### src/rtl/exec_pkg.sv
package exec_pkg;
  localparam logic [6:0] OPC_IMM    = 7'h13;
  localparam logic [6:0] OPC_REG    = 7'h33;
  localparam logic [6:0] OPC_IMM_W  = 7'h1b;
  localparam logic [6:0] OPC_REG_W  = 7'h3b;
  localparam logic [6:0] F7_BASE    = 7'h00;
  localparam logic [6:0] F7_ALT     = 7'h20;

  typedef enum logic [3:0] {
    OP_ADD, OP_SUB, OP_SLL, OP_SLT, OP_SLTU,
    OP_XOR, OP_SRL, OP_SRA, OP_OR, OP_AND
  } alu_op_e;

  typedef struct packed {
    alu_op_e op;
    logic    word;
    logic    use_imm;
    logic    illegal;
  } dec_t;
endpackage

### src/rtl/exec_decode.sv
module exec_decode
  import exec_pkg::*;
(
  input  logic [6:0] opcode,
  input  logic [2:0] funct3,
  input  logic [6:0] funct7,
  output dec_t       dec
);
  logic f7_base, f7_alt, f7i_base, f7i_alt;

  always_comb begin
    f7_base  = (funct7 == F7_BASE);
    f7_alt   = (funct7 == F7_ALT);
    // 64-bit immediate shifts: funct7 bit 0 belongs to the shift amount
    f7i_base = (funct7[6:1] == 6'b000000);
    f7i_alt  = (funct7[6:1] == 6'b010000);

    dec.op      = OP_ADD;
    dec.word    = 1'b0;
    dec.use_imm = 1'b0;
    dec.illegal = 1'b0;

    unique case (opcode)
      OPC_IMM, OPC_REG: begin
        dec.use_imm = (opcode == OPC_IMM);
        unique case (funct3)
          3'd0: dec.op = (!dec.use_imm && f7_alt) ? OP_SUB : OP_ADD;
          3'd1: dec.op = OP_SLL;
          3'd2: dec.op = OP_SLT;
          3'd3: dec.op = OP_SLTU;
          3'd4: dec.op = OP_XOR;
          3'd5: dec.op = (dec.use_imm ? f7i_alt : f7_alt) ? OP_SRA : OP_SRL;
          3'd6: dec.op = OP_OR;
          default: dec.op = OP_AND;
        endcase
        if (dec.use_imm) begin
          if (funct3 == 3'd1) dec.illegal = !f7i_base;
          if (funct3 == 3'd5) dec.illegal = !(f7i_base || f7i_alt);
        end else begin
          if (funct3 == 3'd0 || funct3 == 3'd5) dec.illegal = !(f7_base || f7_alt);
          else                                   dec.illegal = !f7_base;
        end
      end
      OPC_IMM_W, OPC_REG_W: begin
        dec.word    = 1'b1;
        dec.use_imm = (opcode == OPC_IMM_W);
        unique case (funct3)
          3'd0: begin
            dec.op      = (!dec.use_imm && f7_alt) ? OP_SUB : OP_ADD;
            dec.illegal = !dec.use_imm && !(f7_base || f7_alt);
          end
          3'd1: begin
            dec.op      = OP_SLL;
            dec.illegal = !f7_base;
          end
          3'd5: begin
            dec.op      = f7_alt ? OP_SRA : OP_SRL;
            dec.illegal = !(f7_base || f7_alt);
          end
          default: dec.illegal = 1'b1;
        endcase
      end
      default: dec.illegal = 1'b1;
    endcase
  end
endmodule

### src/rtl/exec_shifter.sv
module exec_shifter #(
  parameter int W = 64,
  localparam int SW = $clog2(W)
) (
  input  logic [W-1:0]  a,
  input  logic [SW-1:0] amt,
  input  logic          right,
  input  logic          arith,
  output logic [W-1:0]  y
);
  always_comb begin
    if (!right)     y = a << amt;
    else if (arith) y = W'($signed(a) >>> amt);
    else            y = a >> amt;
  end
endmodule

### src/rtl/exec_alu.sv
module exec_alu
  import exec_pkg::*;
#(
  parameter int XLEN = 64,
  parameter int WLEN = 32
) (
  input  logic [XLEN-1:0] a,
  input  logic [XLEN-1:0] b,
  input  alu_op_e         op,
  input  logic            word,
  output logic [XLEN-1:0] y
);
  localparam int XSW = $clog2(XLEN);
  localparam int WSW = $clog2(WLEN);

  logic [XLEN-1:0] full_sh, full_y;
  logic [WLEN-1:0] word_sh, word_y;
  logic            right, arith;

  assign right = (op == OP_SRL) || (op == OP_SRA);
  assign arith = (op == OP_SRA);

  // two shifter widths, one per datapath
  for (genvar g = 0; g < 2; g++) begin : g_sh
    if (g == 0) begin : g_full
      exec_shifter #(.W(XLEN)) u_sh (
        .a(a), .amt(b[XSW-1:0]), .right(right), .arith(arith), .y(full_sh));
    end else begin : g_word
      exec_shifter #(.W(WLEN)) u_sh (
        .a(a[WLEN-1:0]), .amt(b[WSW-1:0]), .right(right), .arith(arith), .y(word_sh));
    end
  end

  always_comb begin
    unique case (op)
      OP_ADD:  full_y = a + b;
      OP_SUB:  full_y = a - b;
      OP_SLT:  full_y = {{(XLEN-1){1'b0}}, $signed(a) < $signed(b)};
      OP_SLTU: full_y = {{(XLEN-1){1'b0}}, a < b};
      OP_XOR:  full_y = a ^ b;
      OP_OR:   full_y = a | b;
      OP_AND:  full_y = a & b;
      default: full_y = full_sh;
    endcase
    unique case (op)
      OP_ADD:  word_y = a[WLEN-1:0] + b[WLEN-1:0];
      OP_SUB:  word_y = a[WLEN-1:0] - b[WLEN-1:0];
      default: word_y = word_sh;
    endcase
    y = word ? {{(XLEN-WLEN){word_y[WLEN-1]}}, word_y} : full_y;
  end
endmodule

### src/rtl/exec_unit_rv64.sv
module exec_unit_rv64
  import exec_pkg::*;
#(
  parameter int XLEN = 64,
  parameter int WLEN = 32
) (
  input  logic            clk,
  input  logic            rst_n,
  input  logic            in_valid,
  output logic            in_ready,
  input  logic [6:0]      in_opcode,
  input  logic [2:0]      in_funct3,
  input  logic [6:0]      in_funct7,
  input  logic [XLEN-1:0] in_rs1,
  input  logic [XLEN-1:0] in_rs2,
  input  logic [XLEN-1:0] in_imm,
  output logic            out_valid,
  input  logic            out_ready,
  output logic [XLEN-1:0] out_result,
  output logic            out_illegal
);
  dec_t            dec;
  logic [XLEN-1:0] opb, alu_y;
  logic            take;

  exec_decode u_dec (
    .opcode(in_opcode), .funct3(in_funct3), .funct7(in_funct7), .dec(dec));

  assign opb = dec.use_imm ? in_imm : in_rs2;

  exec_alu #(.XLEN(XLEN), .WLEN(WLEN)) u_alu (
    .a(in_rs1), .b(opb), .op(dec.op), .word(dec.word), .y(alu_y));

  assign in_ready = !out_valid || out_ready;
  assign take     = in_valid && in_ready;

  always_ff @(posedge clk) begin
    if (!rst_n) begin
      out_valid   <= 1'b0;
      out_result  <= '0;
      out_illegal <= 1'b0;
    end else begin
      if (take) begin
        out_valid   <= 1'b1;
        out_result  <= dec.illegal ? '0 : alu_y;
        out_illegal <= dec.illegal;
      end else if (out_ready) begin
        out_valid <= 1'b0;
      end
    end
  end
endmodule

### config.mk
export PLATFORM = sky130hd
export DESIGN_NAME = exec_unit_rv64
export DESIGN_NICKNAME = d
export VERILOG_FILES = /design/src/rtl/exec_pkg.sv /design/src/rtl/exec_decode.sv /design/src/rtl/exec_shifter.sv /design/src/rtl/exec_alu.sv /design/src/rtl/exec_unit_rv64.sv
export SDC_FILE = /design/constraint.sdc
export NUM_CORES = 2
export LEC_CHECK = 0
export BUFFER_PORTS_ARGS = -buffer_cell sky130_fd_sc_hd__buf_2
export CORE_ASPECT_RATIO = 2
export CORE_UTILIZATION = 25
export CTS_BUF_LIST = sky130_fd_sc_hd__clkbuf_2
export CTS_CLUSTER_DIAMETER = 80
export DETAILED_ROUTE_END_ITERATION = 7
export HOLD_SLACK_MARGIN = 0.15
export SYNTH_ARGS = -nofsm -noshare
export SYNTH_HDL_FRONTEND = slang
export SYNTH_SLANG_ARGS = --single-unit
### constraint.sdc
create_clock -name clk -period 12 [get_ports clk]
set_clock_uncertainty 0.05 [all_clocks]
set_input_delay 1.8 -clock clk [delete_from_list [all_inputs] [get_ports clk]]
set_output_delay 1.8 -clock clk [all_outputs]
set_load 0.01 [all_outputs]
== After elaboration in Yosys (flattened, before gate mapping) ==
Cells that the tools add are included.

* Bitwise operators: 3
* Shifts and indexed selects: 6
* Order comparisons: 2
* Reductions and logical operators: 23
* Mux-type cells: 27
* Add/sub/neg operators: 4
* Equal/unequal tests: 20

{| class="wikitable"
|+ Operators with widths
! cell !! count
|-
| $pmux W64 S7 || 1
|-
| $mux W64 || 5
|-
| $lt A64 B64 Y1 || 2
|-
| $add A64 B64 Y64 || 1
|-
| $and A64 B64 Y64 || 1
|-
| $mux W32 || 2
|-
| $or A64 B64 Y64 || 1
|-
| $pmux W32 S2 || 1
|-
| $shl A64 B6 Y64 || 1
|-
| $shr A64 B6 Y64 || 1
|-
| $sshr A64 B6 Y64 || 1
|-
| $sub A64 B64 Y64 || 1
|-
| $xor A64 B64 Y64 || 1
|-
| $add A32 B32 Y32 || 1
|-
| $shl A32 B5 Y32 || 1
|-
| $shr A32 B5 Y32 || 1
|-
| $sshr A32 B5 Y32 || 1
|-
| $sub A32 B32 Y32 || 1
|-
| $pmux W4 S7 || 1
|-
| $eq A7 B6 Y1 const B || 3
|-
| $eq A4 B3 Y1 const B || 4
|-
| $eq A7 B5 Y1 const B || 2
|-
| $mux W1 || 12
|-
| $pmux W4 S3 || 1
|-
| other kinds (19) || 38
|}

* Word-level logic and storage cells: 88
* Register bits after elaboration: 66
* Output and inout bits: 67

== Logic depth before layout (Yosys ltp) ==
* Word-level depth: 12
* Gate-level depth with buffers: 29
* Depth with buffers taken out: 24

== Modules after synthesis ==
A second synthesis with hierarchy kept.

* Cell total of the unflattened synthesis: 4609
* Area total of the unflattened synthesis: 32892.8 sq um

{| class="wikitable"
|+ Modules (own cells, without submodules)
! module !! cells an instance !! times used !! area an instance (sq um)
|-
| exec_alu || 2266 || 1 || 14422.6
|-
| exec_shifter at u_alu.g_sh[0].g_full.u_sh || 1424 || 1 || 10468.8
|-
| exec_shifter at u_alu.g_sh[1].g_word.u_sh || 513 || 1 || 4080.2
|-
| exec_unit_rv64 || 365 || 1 || 3659.8
|-
| exec_decode || 41 || 1 || 261.5
|}

== Worst setup path after synthesis ==
No wires, ideal clock.

* Path type: input port to flip-flop
* From: in in_funct7[3]
* To: reg out_result[59]
* Path slack: 4532 ps
* Required time: 11892 ps
* Buffers on the path: 4
* Arrival: 7360 ps
* Stages: 26
* Path through: or4_1 > nor4_1 > o221ai_1 > nor3_1 > nor2_1 > nor2_1 > clkbuf_1 > buf_1 > buf_1 > nor2_1 > xnor2_1 > ha_1 > o21a_1 > o21ai_0 > a21oi_1 > o211ai_1 > o211a_1 > or4_1 > a311oi_1 > a211oi_1 > xnor2_1 > a221oi_2 > buf_4 > o21ai_1 > a221oi_2 > o21a_1

* Longest elaborated chain between the ends: 11
* Elaborated cells on any way between the ends: 45

{| class="wikitable"
|+ Ends and longest elaborated chain
! element !! line !! source
|-
| start: declaration || exec_unit_rv64.sv:13 || <nowiki>input logic [6:0] in_funct7,</nowiki>
|-
| $eq A7 B6 Y1 / $eq A6 B5 Y1 (equally long branches) || exec_decode.sv:13, exec_decode.sv:16 ||
|-
| $mux W1 (tied with other cells) || exec_decode.sv:32 || <nowiki>3'd5: dec.op = (dec.use_imm ? f7i_alt : f7_alt) ? OP_SRA : OP_SRL;</nowiki>
|-
| $mux W1 (on tied branches) || exec_decode.sv:32, exec_decode.sv:27, exec_decode.sv:49 ||
|-
| $pmux W4 S7 / $pmux W4 S3 (equally long branches) || exec_decode.sv:26, exec_decode.sv:47 ||
|-
| $pmux W4 S2 || exec_decode.sv:23 || <nowiki>unique case (opcode)</nowiki>
|-
| $eq A4 B3 Y1 (on tied branches) || exec_alu.sv:20, exec_alu.sv:21 ||
|-
| $mux W64 (tied with other cells) || exec_shifter.sv:13 || <nowiki>else if (arith) y = W'($signed(a) >>> amt);</nowiki>
|-
| $mux W64 / $mux W32 (equally long branches) || exec_shifter.sv:12 || <nowiki>if (!right) y = a << amt;</nowiki>
|-
| $pmux W64 S7 / $pmux W32 S2 (equally long branches) || exec_alu.sv:35, exec_alu.sv:45 ||
|-
| $mux W64 || exec_alu.sv:50 || <nowiki>y = word ? {{(XLEN-WLEN){word_y[WLEN-1]}}, word_y} : full_y;</nowiki>
|-
| $mux W64 (*) || exec_unit_rv64.sv:45 || <nowiki>out_result <= dec.illegal ? '0 : alu_y;</nowiki>
|-
| end signal: assignment || exec_unit_rv64.sv:45 ||
|-
| end: declaration || exec_unit_rv64.sv:19 || <nowiki>output logic [XLEN-1:0] out_result,</nowiki>
|}

Mark *: on every way between the ends. The rest lies on a longest branch, timed or not.
A chain may end at the register's enable or synchronous reset.

== Final worst setup path ==
* From: in in_opcode[2]
* To: reg out_result[30]

* Longest elaborated chain between the ends: 12
* Elaborated cells on any way between the ends: 55

{| class="wikitable"
|+ Ends and longest elaborated chain
! element !! line !! source
|-
| start: declaration || exec_unit_rv64.sv:11 || <nowiki>input logic [6:0] in_opcode,</nowiki>
|-
| parallel branches: the longest is 11 deep, another holds $sub A64 B64 Y64 || -- ||
|-
| $mux W64 (*) || exec_unit_rv64.sv:45 ||
|}

Every way passes the cells marked *.

==> run metrics <==
number of vias per cell 6.492; number of synthesized flops with an enable pin 0; Starting Density 0.2523; Top delay family on crit path compound AO/OA/AOI/OAI gates; CP most frequent cell buf_4; Post-DRT Antenna Nets 0; I/O Pins 280; syn avg cell area 6.206 um^2; Critical Path Start Type input pin; worst slack, placed 2955 ps; largest net degree at the start of global routing 105; Worst Hold Launch out_result[3]; Critical Path Start in_opcode[2]; Die Wd 234.6 um; fmax 114.3 MHz; WP data arrival 9410 ps; drt first pass iters 8; vias in the first global route 35580; die height 467.2 um; commonest non-fill, non-tap cell in the layout nand2_1; Peak VDD IR 49.90 uV; final setup vio count 0; CTS tree built; failing checks design-rule violations, max-slew violations; RSZ-0062 raised after global routing false; CTS Root Cell clkbuf_2; most used flip-flop cell after synthesis dfxtp_1; CP Max Fanout 66; R2R cell count 10; Inst Count DP 5756; final core occ 0.2771; GR Overflow Total 0; Min-Delay Endpoint out_result[3]; Post-Layout Cell Count 5779; Mapped Cells 4359; Crit. End Element register; met1 usage 0.3817; Period minus WS final 8752 ps; via count 37520; Final TNS setup 0 ps; post-synthesis sequential area ratio 0.04884; CTS clk-pin slew, worst paths 250 ps; Post-CTS Hold Buffers 0; core box area 107200 um^2; drt total wl 210.7 mm; detail-routed net length per standard cell 36.47 um; Worst R2R Setup Slack 7610 ps; Synth Cell Area 27050 um^2; hold depth 2; slew margin rel. -0.1816; Synth Register Bits 66; Num CTS Buffers 9; final hold viol count 0; max-slew violations 3; most frequent cells in the layout nand2_1, a21oi_1, nor2_1; HP Class register to register; area delta synth->final 9.801%; capture point of the worst reg-to-reg path out_result[24]; share of cells above drive strength 1 0.1128; Longest Clk Path Bufs 2; drt drc 2; crit path kind input pin to register; grt peak-use layer met2; gr usage total 0.3686; Placer Congestion 1.127; met3 GRT Util 0.07101; crit-path max cell delay 1210 ps; initial DRC count 4246; Clock Sinks 66; worst r2r src out_valid; CP max-delay cell a21oi_1; Detailed Place HPWL 163.3 mm; first-pass GRT wire length 285.0 mm; IO buf count 279; clk_lat worst skew 720 ps; Ys Warns 0; Critical path buffers and inverters 4; status finished, violations left; Lkg Pwr 12.64 nW; slew at the pin closest to its max-slew limit 1772 ps; met2 Resource Use GR 0.6229; setup ws final 3248 ps; postcts setup bufs 0; Critical Path RT 12650 ps; async set or reset register ratio after synthesis 0; Distinct cells, synth 112; nets 4807; initial antenna violation count 22; max-cap violations 0; net count after synthesis 4775; post-cts resize count 0; CP Cell Sequence buf_2, nand4bb_2, buf_4, o21ai_2, and2_4, buf_4, buf_4, o21ai_0, mux2i_1, nor2_1, nor3_1, a21oi_1, a21oi_1, o211ai_1, a31oi_1, o21ai_0, nand3_1; H-tree depth 3; PwrDens 69.95 nW/um^2; crit share post-route 0.7293; Std-Cell Rows 170; die area 109600 um^2
==> layout make-up <==
type                    instances  area (um^2)
fillers                     12470        77500
repair buffers                362         2044
well taps                    1376         1722
clock inverters                 7        100.1
inverters                     210        795.8
multi-input cells            3742        23660
clock buffers                   9        45.04
diodes                          7        17.52
flip-flops and latches         66         1321
==> layer usage <==
| layer | part of all wire | up-vias |
|---|---|---|
| met5 | 0.00038 | - |
| met4 | 0.12 | 14 |
| met3 | 0.078 | 917 |
| met2 | 0.46 | 2457 |
| met1 | 0.34 | 18120 |
| li1 | - | 16010 |
==> power breakdown <==
part / internal [mW] / switching (mW)
clock: 0.0711 / 0.125
combinational: 0.457 / 1.20
sequential: 0.221 / 0.000682
total: 0.750 / 1.33
==> worst min-delay path, delay by kind of cell, from the launching register on <==
family	cells	cell delay, ps
AND/OR/NAND/NOR	2	90
flip-flops	1	370
==> how the worst max path moves through the flow <==
stage,endpoint,slack (ps),depth (start not counted)
after floorplan,out_result[59],4530,26
after global routing,out_result[55],3120,23
after global placement,out_result[55],2950,27
after CTS,out_result[55],3740,27
final,out_result[30],3250,17
after detailed placement,out_result[53],2960,27
==> flip-flops by register name, indices dropped and copies added (netlist names) <==
| signal | flops |
|---|---|
| out_result | 64 |
| out_valid | 1 |
| out_illegal | 1 |
==> Yosys cell counts (all sizes together) (23+ instances only) <==
| cell | count | share of area |
|---|---|---|
| clkbuf | 226 | 0.031 |
| nand2 | 633 | 0.088 |
| o21ai | 421 | 0.079 |
| dfxtp | 66 | 0.049 |
| a221oi | 41 | 0.014 |
| mux2i | 276 | 0.10 |
| a31oi | 74 | 0.018 |
| o21bai | 48 | 0.013 |
| buf | 115 | 0.022 |
| nand4 | 35 | 0.0086 |
| o221ai | 31 | 0.010 |
| a21oi | 495 | 0.092 |
| a21o | 66 | 0.018 |
| nand3 | 136 | 0.025 |
| xor2 | 25 | 0.0081 |
| o31ai | 36 | 0.010 |
| inv | 201 | 0.028 |
| nand2b | 23 | 0.0053 |
| and3 | 33 | 0.0076 |
| nor3 | 87 | 0.016 |
| xnor2 | 86 | 0.028 |
| a211oi | 87 | 0.024 |
| nor2 | 417 | 0.058 |
| nor4 | 51 | 0.013 |
| and2 | 24 | 0.0056 |
| o211ai | 95 | 0.027 |
| ha | 201 | 0.093 |
==> metrics by stage <==
step	hold slack [ps]	instance area [um^2]	power (mW)
CTS	414.2	29680	1.977
floorplan	412.5	27050	1.133
global route	436.1	29690	2.128
detailed placement	387.9	29530	1.779
global placement	375.2	29530	1.785
finish	410.5	29700	2.078
==> kinds of logic after synthesis <==
group,after synthesis,synth area share
AOI/OAI and AO/OA,1632,0.3833
xor gates and xnor gates,111,0.03594
adders and majority gates,203,0.09445
buffers and inverters,551,0.08205
DFF,66,0.04884
muxes,294,0.1109
and+or+nand+nor,1502,0.2446
No activity file was read; power rests on OpenSTA's default activity.
